--- config.mk ---
export PLATFORM = sky130hd
export DESIGN_NAME = swi_entry_seq
export DESIGN_NICKNAME = d
export VERILOG_FILES = /design/src/rtl/swi_pkg.sv /design/src/rtl/swi_vec_sel.sv /design/src/rtl/swi_stack_ptr.sv /design/src/rtl/swi_push_mux.sv /design/src/rtl/swi_entry_seq.sv
export SDC_FILE = /design/constraint.sdc
export NUM_CORES = 1
export LEC_CHECK = 0
export BUFFER_PORTS_ARGS = -buffer_cell sky130_fd_sc_hd__buf_2
export CAP_MARGIN = 20
export CORE_MARGIN = 1
export CORE_UTILIZATION = 40
export CTS_CLUSTER_SIZE = 14
export DETAILED_ROUTE_END_ITERATION = 10
export MAX_ROUTING_LAYER = met4
export PLACE_DENSITY = 0.65
export SLEW_MARGIN = 30
export SYNTH_ARGS = -nofsm -noshare
export SYNTH_HDL_FRONTEND = slang
export SYNTH_SLANG_ARGS = --single-unit
--- constraint.sdc ---
create_clock -name clk -period 2.8 [get_ports clk]
set_input_delay 0.14 -clock clk [delete_from_list [all_inputs] [get_ports clk]]
set_output_delay 0.14 -clock clk [all_outputs]
set_load 0.01 [all_outputs]
--- src/rtl/swi_pkg.sv ---
package swi_pkg;

    localparam int DATA_W = 8;
    localparam int PC_W   = 16;
    localparam int BANK_W = 8;
    localparam int SP_W   = 16;
    localparam int ADDR_W = BANK_W + PC_W;

    localparam int IRQ_OFF_BIT = 2;
    localparam int DEC_BIT     = 3;

    localparam logic [7:0] EMU_STACK_PAGE = 8'h01;

    typedef enum logic [2:0] {
        ST_IDLE,
        ST_SIG,
        ST_BANK,
        ST_RETH,
        ST_RETL,
        ST_STAT,
        ST_VLO,
        ST_VHI
    } seq_st_e;

    typedef struct packed {
        logic              emu;
        logic              cop;
        logic [PC_W-1:0]   pc;
        logic [BANK_W-1:0] bank;
        logic [DATA_W-1:0] stat;
    } ctx_t;

    function automatic logic [ADDR_W-1:0] push_addr(input logic emu, input logic [SP_W-1:0] sp);
        if (emu)
            push_addr = {{BANK_W{1'b0}}, EMU_STACK_PAGE, sp[7:0]};
        else
            push_addr = {{BANK_W{1'b0}}, sp};
    endfunction

    function automatic logic [SP_W-1:0] sp_after_push(input logic emu, input logic [SP_W-1:0] sp);
        if (emu)
            sp_after_push = {EMU_STACK_PAGE, sp[7:0] - 8'd1};
        else
            sp_after_push = sp - 1'b1;
    endfunction

    function automatic logic [DATA_W-1:0] entry_status(input logic [DATA_W-1:0] s);
        logic [DATA_W-1:0] r;
        r = s;
        r[IRQ_OFF_BIT] = 1'b1;
        r[DEC_BIT]     = 1'b0;
        return r;
    endfunction

endpackage

--- src/rtl/swi_vec_sel.sv ---
module swi_vec_sel
    import swi_pkg::*;
#(
    parameter logic [PC_W-1:0] VEC_NAT_BRK = 16'hFFE6,
    parameter logic [PC_W-1:0] VEC_NAT_COP = 16'hFFE4,
    parameter logic [PC_W-1:0] VEC_EMU_BRK = 16'hFFFE,
    parameter logic [PC_W-1:0] VEC_EMU_COP = 16'hFFF4
) (
    input  logic            emu,
    input  logic            cop,
    output logic [PC_W-1:0] vec_lo_addr,
    output logic [PC_W-1:0] vec_hi_addr
);
    localparam int N_VEC = 4;
    logic [PC_W-1:0] table_q [N_VEC];

    assign table_q[0] = VEC_NAT_BRK;
    assign table_q[1] = VEC_NAT_COP;
    assign table_q[2] = VEC_EMU_BRK;
    assign table_q[3] = VEC_EMU_COP;

    always_comb begin
        vec_lo_addr = table_q[{emu, cop}];
        vec_hi_addr = vec_lo_addr + 1'b1;
    end
endmodule

--- src/rtl/swi_stack_ptr.sv ---
module swi_stack_ptr
    import swi_pkg::*;
(
    input  logic              clk,
    input  logic              rst,
    input  logic              load,
    input  logic [SP_W-1:0]   load_val,
    input  logic              dec,
    input  logic              emu,
    output logic [ADDR_W-1:0] wr_addr,
    output logic [SP_W-1:0]   sp
);
    logic [SP_W-1:0] sp_q;

    always_ff @(posedge clk) begin
        if (rst)
            sp_q <= '0;
        else if (load)
            sp_q <= load_val;
        else if (dec)
            sp_q <= sp_after_push(emu, sp_q);
    end

    assign wr_addr = push_addr(emu, sp_q);
    assign sp      = sp_q;

    // an emulation-mode push leaves the pointer inside page one
    a_r5_emu_page: assert property (@(posedge clk) disable iff (rst)
        (dec && !load && emu) |=> (sp_q[15:8] == EMU_STACK_PAGE));

    // a native push moves the pointer down by exactly one
    a_r4_native_step: assert property (@(posedge clk) disable iff (rst)
        (dec && !load && !emu) |=> (sp_q == $past(sp_q) - 16'd1));
endmodule

--- src/rtl/swi_push_mux.sv ---
module swi_push_mux
    import swi_pkg::*;
(
    input  seq_st_e           st,
    input  ctx_t              ctx,
    output logic              is_push,
    output logic [DATA_W-1:0] push_byte
);
    always_comb begin
        is_push   = 1'b1;
        push_byte = '0;
        unique case (st)
            ST_BANK: push_byte = ctx.bank;
            ST_RETH: push_byte = ctx.pc[15:8];
            ST_RETL: push_byte = ctx.pc[7:0];
            ST_STAT: push_byte = ctx.stat;
            default: is_push   = 1'b0;
        endcase
    end
endmodule

--- src/rtl/swi_entry_seq.sv ---
module swi_entry_seq
    import swi_pkg::*;
#(
    parameter logic [15:0] VEC_NAT_BRK = 16'hFFE6,
    parameter logic [15:0] VEC_NAT_COP = 16'hFFE4,
    parameter logic [15:0] VEC_EMU_BRK = 16'hFFFE,
    parameter logic [15:0] VEC_EMU_COP = 16'hFFF4
) (
    input  logic        clk,
    input  logic        rst,
    input  logic        start,
    input  logic        cop_sel,
    input  logic        emu_mode,
    input  logic [15:0] pc_in,
    input  logic [7:0]  bank_in,
    input  logic [7:0]  stat_in,
    input  logic [15:0] sp_in,
    output logic        busy,
    output logic        done,
    output logic        mem_req,
    output logic        mem_we,
    output logic [23:0] mem_addr,
    output logic [7:0]  mem_wdata,
    input  logic [7:0]  mem_rdata,
    input  logic        mem_ready,
    output logic [15:0] pc_out,
    output logic [7:0]  bank_out,
    output logic [7:0]  stat_out,
    output logic [15:0] sp_out
);
    seq_st_e            st_q;
    ctx_t               ctx_q;
    logic [DATA_W-1:0]  vlo_q;
    logic               take;
    logic               ack;
    logic               is_push;
    logic [DATA_W-1:0]  push_byte;
    logic [ADDR_W-1:0]  stk_addr;
    logic [PC_W-1:0]    vlo_addr;
    logic [PC_W-1:0]    vhi_addr;

    assign busy = (st_q != ST_IDLE);
    assign take = start && !busy;
    assign ack  = mem_req && mem_ready;

    swi_vec_sel #(
        .VEC_NAT_BRK(VEC_NAT_BRK),
        .VEC_NAT_COP(VEC_NAT_COP),
        .VEC_EMU_BRK(VEC_EMU_BRK),
        .VEC_EMU_COP(VEC_EMU_COP)
    ) u_vec (
        .emu         (ctx_q.emu),
        .cop         (ctx_q.cop),
        .vec_lo_addr (vlo_addr),
        .vec_hi_addr (vhi_addr)
    );

    swi_stack_ptr u_sp (
        .clk      (clk),
        .rst      (rst),
        .load     (take),
        .load_val (sp_in),
        .dec      (ack && is_push),
        .emu      (ctx_q.emu),
        .wr_addr  (stk_addr),
        .sp       (sp_out)
    );

    swi_push_mux u_mux (
        .st        (st_q),
        .ctx       (ctx_q),
        .is_push   (is_push),
        .push_byte (push_byte)
    );

    always_comb begin
        mem_req   = busy;
        mem_we    = is_push;
        mem_wdata = is_push ? push_byte : '0;
        unique case (st_q)
            ST_SIG:  mem_addr = {ctx_q.bank, ctx_q.pc};
            ST_VLO:  mem_addr = {{BANK_W{1'b0}}, vlo_addr};
            ST_VHI:  mem_addr = {{BANK_W{1'b0}}, vhi_addr};
            default: mem_addr = is_push ? stk_addr : '0;
        endcase
    end

    always_ff @(posedge clk) begin
        if (rst) begin
            st_q     <= ST_IDLE;
            ctx_q    <= '0;
            vlo_q    <= '0;
            done     <= 1'b0;
            pc_out   <= '0;
            bank_out <= '0;
            stat_out <= '0;
        end else begin
            done <= 1'b0;
            unique case (st_q)
                ST_IDLE: if (take) begin
                    ctx_q <= '{emu: emu_mode, cop: cop_sel, pc: pc_in,
                               bank: bank_in, stat: stat_in};
                    st_q  <= ST_SIG;
                end
                ST_SIG: if (ack) begin
                    ctx_q.pc <= ctx_q.pc + 1'b1;
                    st_q     <= ctx_q.emu ? ST_RETH : ST_BANK;
                end
                ST_BANK: if (ack) st_q <= ST_RETH;
                ST_RETH: if (ack) st_q <= ST_RETL;
                ST_RETL: if (ack) st_q <= ST_STAT;
                ST_STAT: if (ack) st_q <= ST_VLO;
                ST_VLO: if (ack) begin
                    vlo_q <= mem_rdata;
                    st_q  <= ST_VHI;
                end
                ST_VHI: if (ack) begin
                    pc_out   <= {mem_rdata, vlo_q};
                    bank_out <= '0;
                    stat_out <= entry_status(ctx_q.stat);
                    done     <= 1'b1;
                    st_q     <= ST_IDLE;
                end
                default: st_q <= ST_IDLE;
            endcase
        end
    end

    // a stalled access holds its address, direction and data
    a_r11_stall_hold: assert property (@(posedge clk) disable iff (rst)
        (mem_req && !mem_ready) |=> (mem_req && $stable(mem_addr) && $stable(mem_we) && $stable(mem_wdata)));

    // done lasts exactly one cycle
    a_r9_done_pulse: assert property (@(posedge clk) disable iff (rst)
        done |=> !done);

    // the block is idle while done is shown
    a_r9_idle_on_done: assert property (@(posedge clk) disable iff (rst)
        done |-> !busy);

    // a sequence opens with a read
    a_r2_first_read: assert property (@(posedge clk) disable iff (rst)
        $rose(busy) |-> (mem_req && !mem_we));

    // handler runs in bank zero
    a_r7_bank_zero: assert property (@(posedge clk) disable iff (rst)
        done |-> (bank_out == 8'h00));

    // interrupts disabled, decimal cleared on entry
    a_r8_flags: assert property (@(posedge clk) disable iff (rst)
        done |-> (stat_out[2] && !stat_out[3]));

    // a second start during a run does not restart it
    a_r10_no_restart: assert property (@(posedge clk) disable iff (rst)
        (busy && start && !ack) |=> $stable(mem_addr));
endmodule

==> results_dict.tcl <==
set metrics [dict create \
    status "completed" \
    clockRootBuffer "clkbuf_16" \
    cts_buffers 9 \
    synth_compound_area_share_pct 24.2 \
    die_h_um 109 \
    nFillCells 1104 \
    finalSetupViolations 0 \
    drt-initial-drc-count 430 \
    leakagePower_nw 2.42 \
    vias 4801 \
    power.density_nw_per_um2 928 \
    ys_seq_area_share_pct 37.0 \
    clkSinkCount 85 \
    synth_edf_count 0 \
    ir_drop_mv 0.465 \
    stdcell_count 848 \
    start_util_pct 41.7 \
    startpoint_type "flop" \
    rows 38 \
    diodes 0 \
    worstPathArrival_ns 2.52 \
    die_w_um 109 \
    endpoint_kind "output pin" \
    required_ns 2.66 \
    hold_class "in2reg" \
    setup_tns_ns 0 \
    drive_above_1_share_pct 26.1 \
    placement.io_buffers 136 \
    gr-usage-all-layers_pct 25.6 \
    slew_violations 0 \
    relSlewSlack_pct 56.4 \
    synth-seq-cells 85 \
    period_share_pct 94.9 \
    fmaxAchievable_mhz 376 \
    seq_area_um2 1700 \
    drv_cap 0 \
    die_area_um2 11900 \
    rr_worst_depth 7 \
    dr.pass1.iters 5 \
    critPathKind "reg2out" \
    syn_inst 589 \
    place_congestion 0.934 \
    synthXorXnorAreaFrac_pct 3.24 \
    antenna_found_initial 0 \
    syn_area_um2 4600 \
    drc 0 \
    multiInputGateArea_um2 2640 \
    place_hpwl_um 10400 \
    grt_max_degree 52 \
    crit_fanout 7 \
    synthDistinctLibCells 61 \
    ys.flop_type "dfxtp_1" \
    rr_startpoint "st_q[1]" \
    critPathLaunch "st_q[0]" \
    synth_top_family_by_area "simple AND/OR/NAND/NOR gates" \
    synthAdderAreaFrac_pct 1.63 \
    syn_area_per_cell_um2 7.81 \
    timing.hold.ws_ns 0.0364 \
    worst_pin_slew_ns 0.654 \
    min_path_cells 3 \
    antenna_left 0 \
    worst_clock_skew_ns 0.00626 \
    cts_hold_repair.buffers 0 \
    hold_viol 0 \
    areaGrowthSynthToFinish_pct 23.0 \
    vias_per_cell 5.66 \
    rsz0062_at_grt "no" \
    synth_warnings 0 \
    fin_util_pct 51.3 \
    hold_start "bank_in[0]" \
    wl_per_cell_um 17.4 \
    cts_setup_buffers 0 \
    tritoncts "yes" \
    cts.reportedPaths.clkPinSlew_ns 0.07 \
    gr-total-overflow 0 \
    async_flop_share_pct 0 \
    drt_wl_total_um 14700 \
    grt_pass1_vias 4385 \
    nets 771 \
    synthMuxAreaShare_pct 2.39 \
    core_um2 11000 \
    synth_simple_gate_area_share_pct 24.9 \
    grt_pass1_wl_um 22800 \
    clkLatencyLatePin_ns 0.34 \
    min_period_ns 2.66 \
    clk_path_buf_depth 2 \
    placed_cells 832 \
    htree_levels 3 \
    ios 146 \
]
-- kinds of logic (layout without fill, tap and decap cells) --
logic type,Yosys count,count (layout)
and+or+nand+nor,239,239
AOI/OAI and AO/OA,165,165
DFF,85,85
buffers and inverters,65,176
xor gates and xnor gates,17,17
muxes,11,11
adders and majority gates,6,6
other,1,9
-- flip-flops by register name (all words and copies together), names as in the netlist --
signal,cells
stat_out,7
done,1
st_q,3
ctx_q,34
vlo_q,8
pc_out,16
u_sp.sp,16
-- layout make-up --
cell class / count / share of cell area, %
Tap cell: 140 / 3.10
Inverter: 9 / 0.597
Sequential cell: 85 / 30.1
Clock buffer: 9 / 3.98
Clock inverter: 7 / 1.44
Timing Repair Buffer: 151 / 14.1
Multi-Input combinational cell: 447 / 46.7
-- worst paths after layout --
check	slack (ns)	endpoint
max	0.14	mem_addr[9]
max reg2reg	0.52	ctx_q[16]
min reg2reg	0.45	stat_out[5]
min	0.04	ctx_q[8]
-- per-stage QoR --
step                      instance area, µm²  total power, mW  worst slack (ns)
after detailed placement                5340             3.97             0.284
after global placement                  5340             3.93             0.408
after CTS                               5650             5.22            0.0139
after global routing                    5660             5.54            0.0243
after floorplan                         4630             3.25             0.719
final                                   5660             5.25             0.143
-- cell usage in the layout, fill, tap and decap left out, types with 5 or more instances in the layout --
cell and n:
a21oi_1 65, xor2_1 11, nand2b_1 6, nand3b_1 7, a221o_1 8, and2_1 16
buf_2 135, inv_1 9, o21ai_0 19, nand3_1 15, conb_1 9, nor3_1 13
clkbuf_16 9, xnor2_1 6, mux2i_1 11, a211oi_1 12, nand2_1 107, buf_4 16
a221oi_1 10, nor2_1 39, nand4_1 6, o22ai_1 5, dfxtp_1 85, a31oi_1 10
a22oi_1 11
-- where the power goes --
group          internal [mW]  switching [mW]  total (mW)
Sequential              1.42           0.370        1.79
Combinational          0.859            1.37        2.23
Clock                  0.704           0.531        1.23
-- timing repair --
action                                 4_1_cts  5_1_grt
endpoints found under the hold margin        0        0
setup endpoints to repair                    7       10
gates resized for setup                      2        2
-- synthesized netlist by cell type, drive strengths merged (12+ instances only) --
cell | count | area share [%]
a211oi | 12 | 2.0
a21oi | 65 | 7.1
and2 | 16 | 2.2
buf | 20 | 2.8
clkbuf | 36 | 3.0
dfxtp | 85 | 37
nand2 | 108 | 8.9
nand3 | 15 | 1.6
nor2 | 42 | 3.5
nor3 | 13 | 1.4
o21ai | 19 | 2.1
-- worst max-delay path: stages (launching register included) --
cell	delay [ns]
dfxtp_1	0.37
inv_1	0.09
ha_1	0.22
nor2_2	0.34
nand3b_1	0.15
o31ai_2	0.16
nor2b_1	0.48
a221o_1	0.24
buf_2	0.13
-- routing by layer --
layer  part of all wire, %  global-route usage [%]
met1                    45                    35.3
met4                   2.8                    9.52
met3                   8.0                    4.66
met2                    45                    37.0
met5                     0                       -
Power figures use the tool's default switching activity.
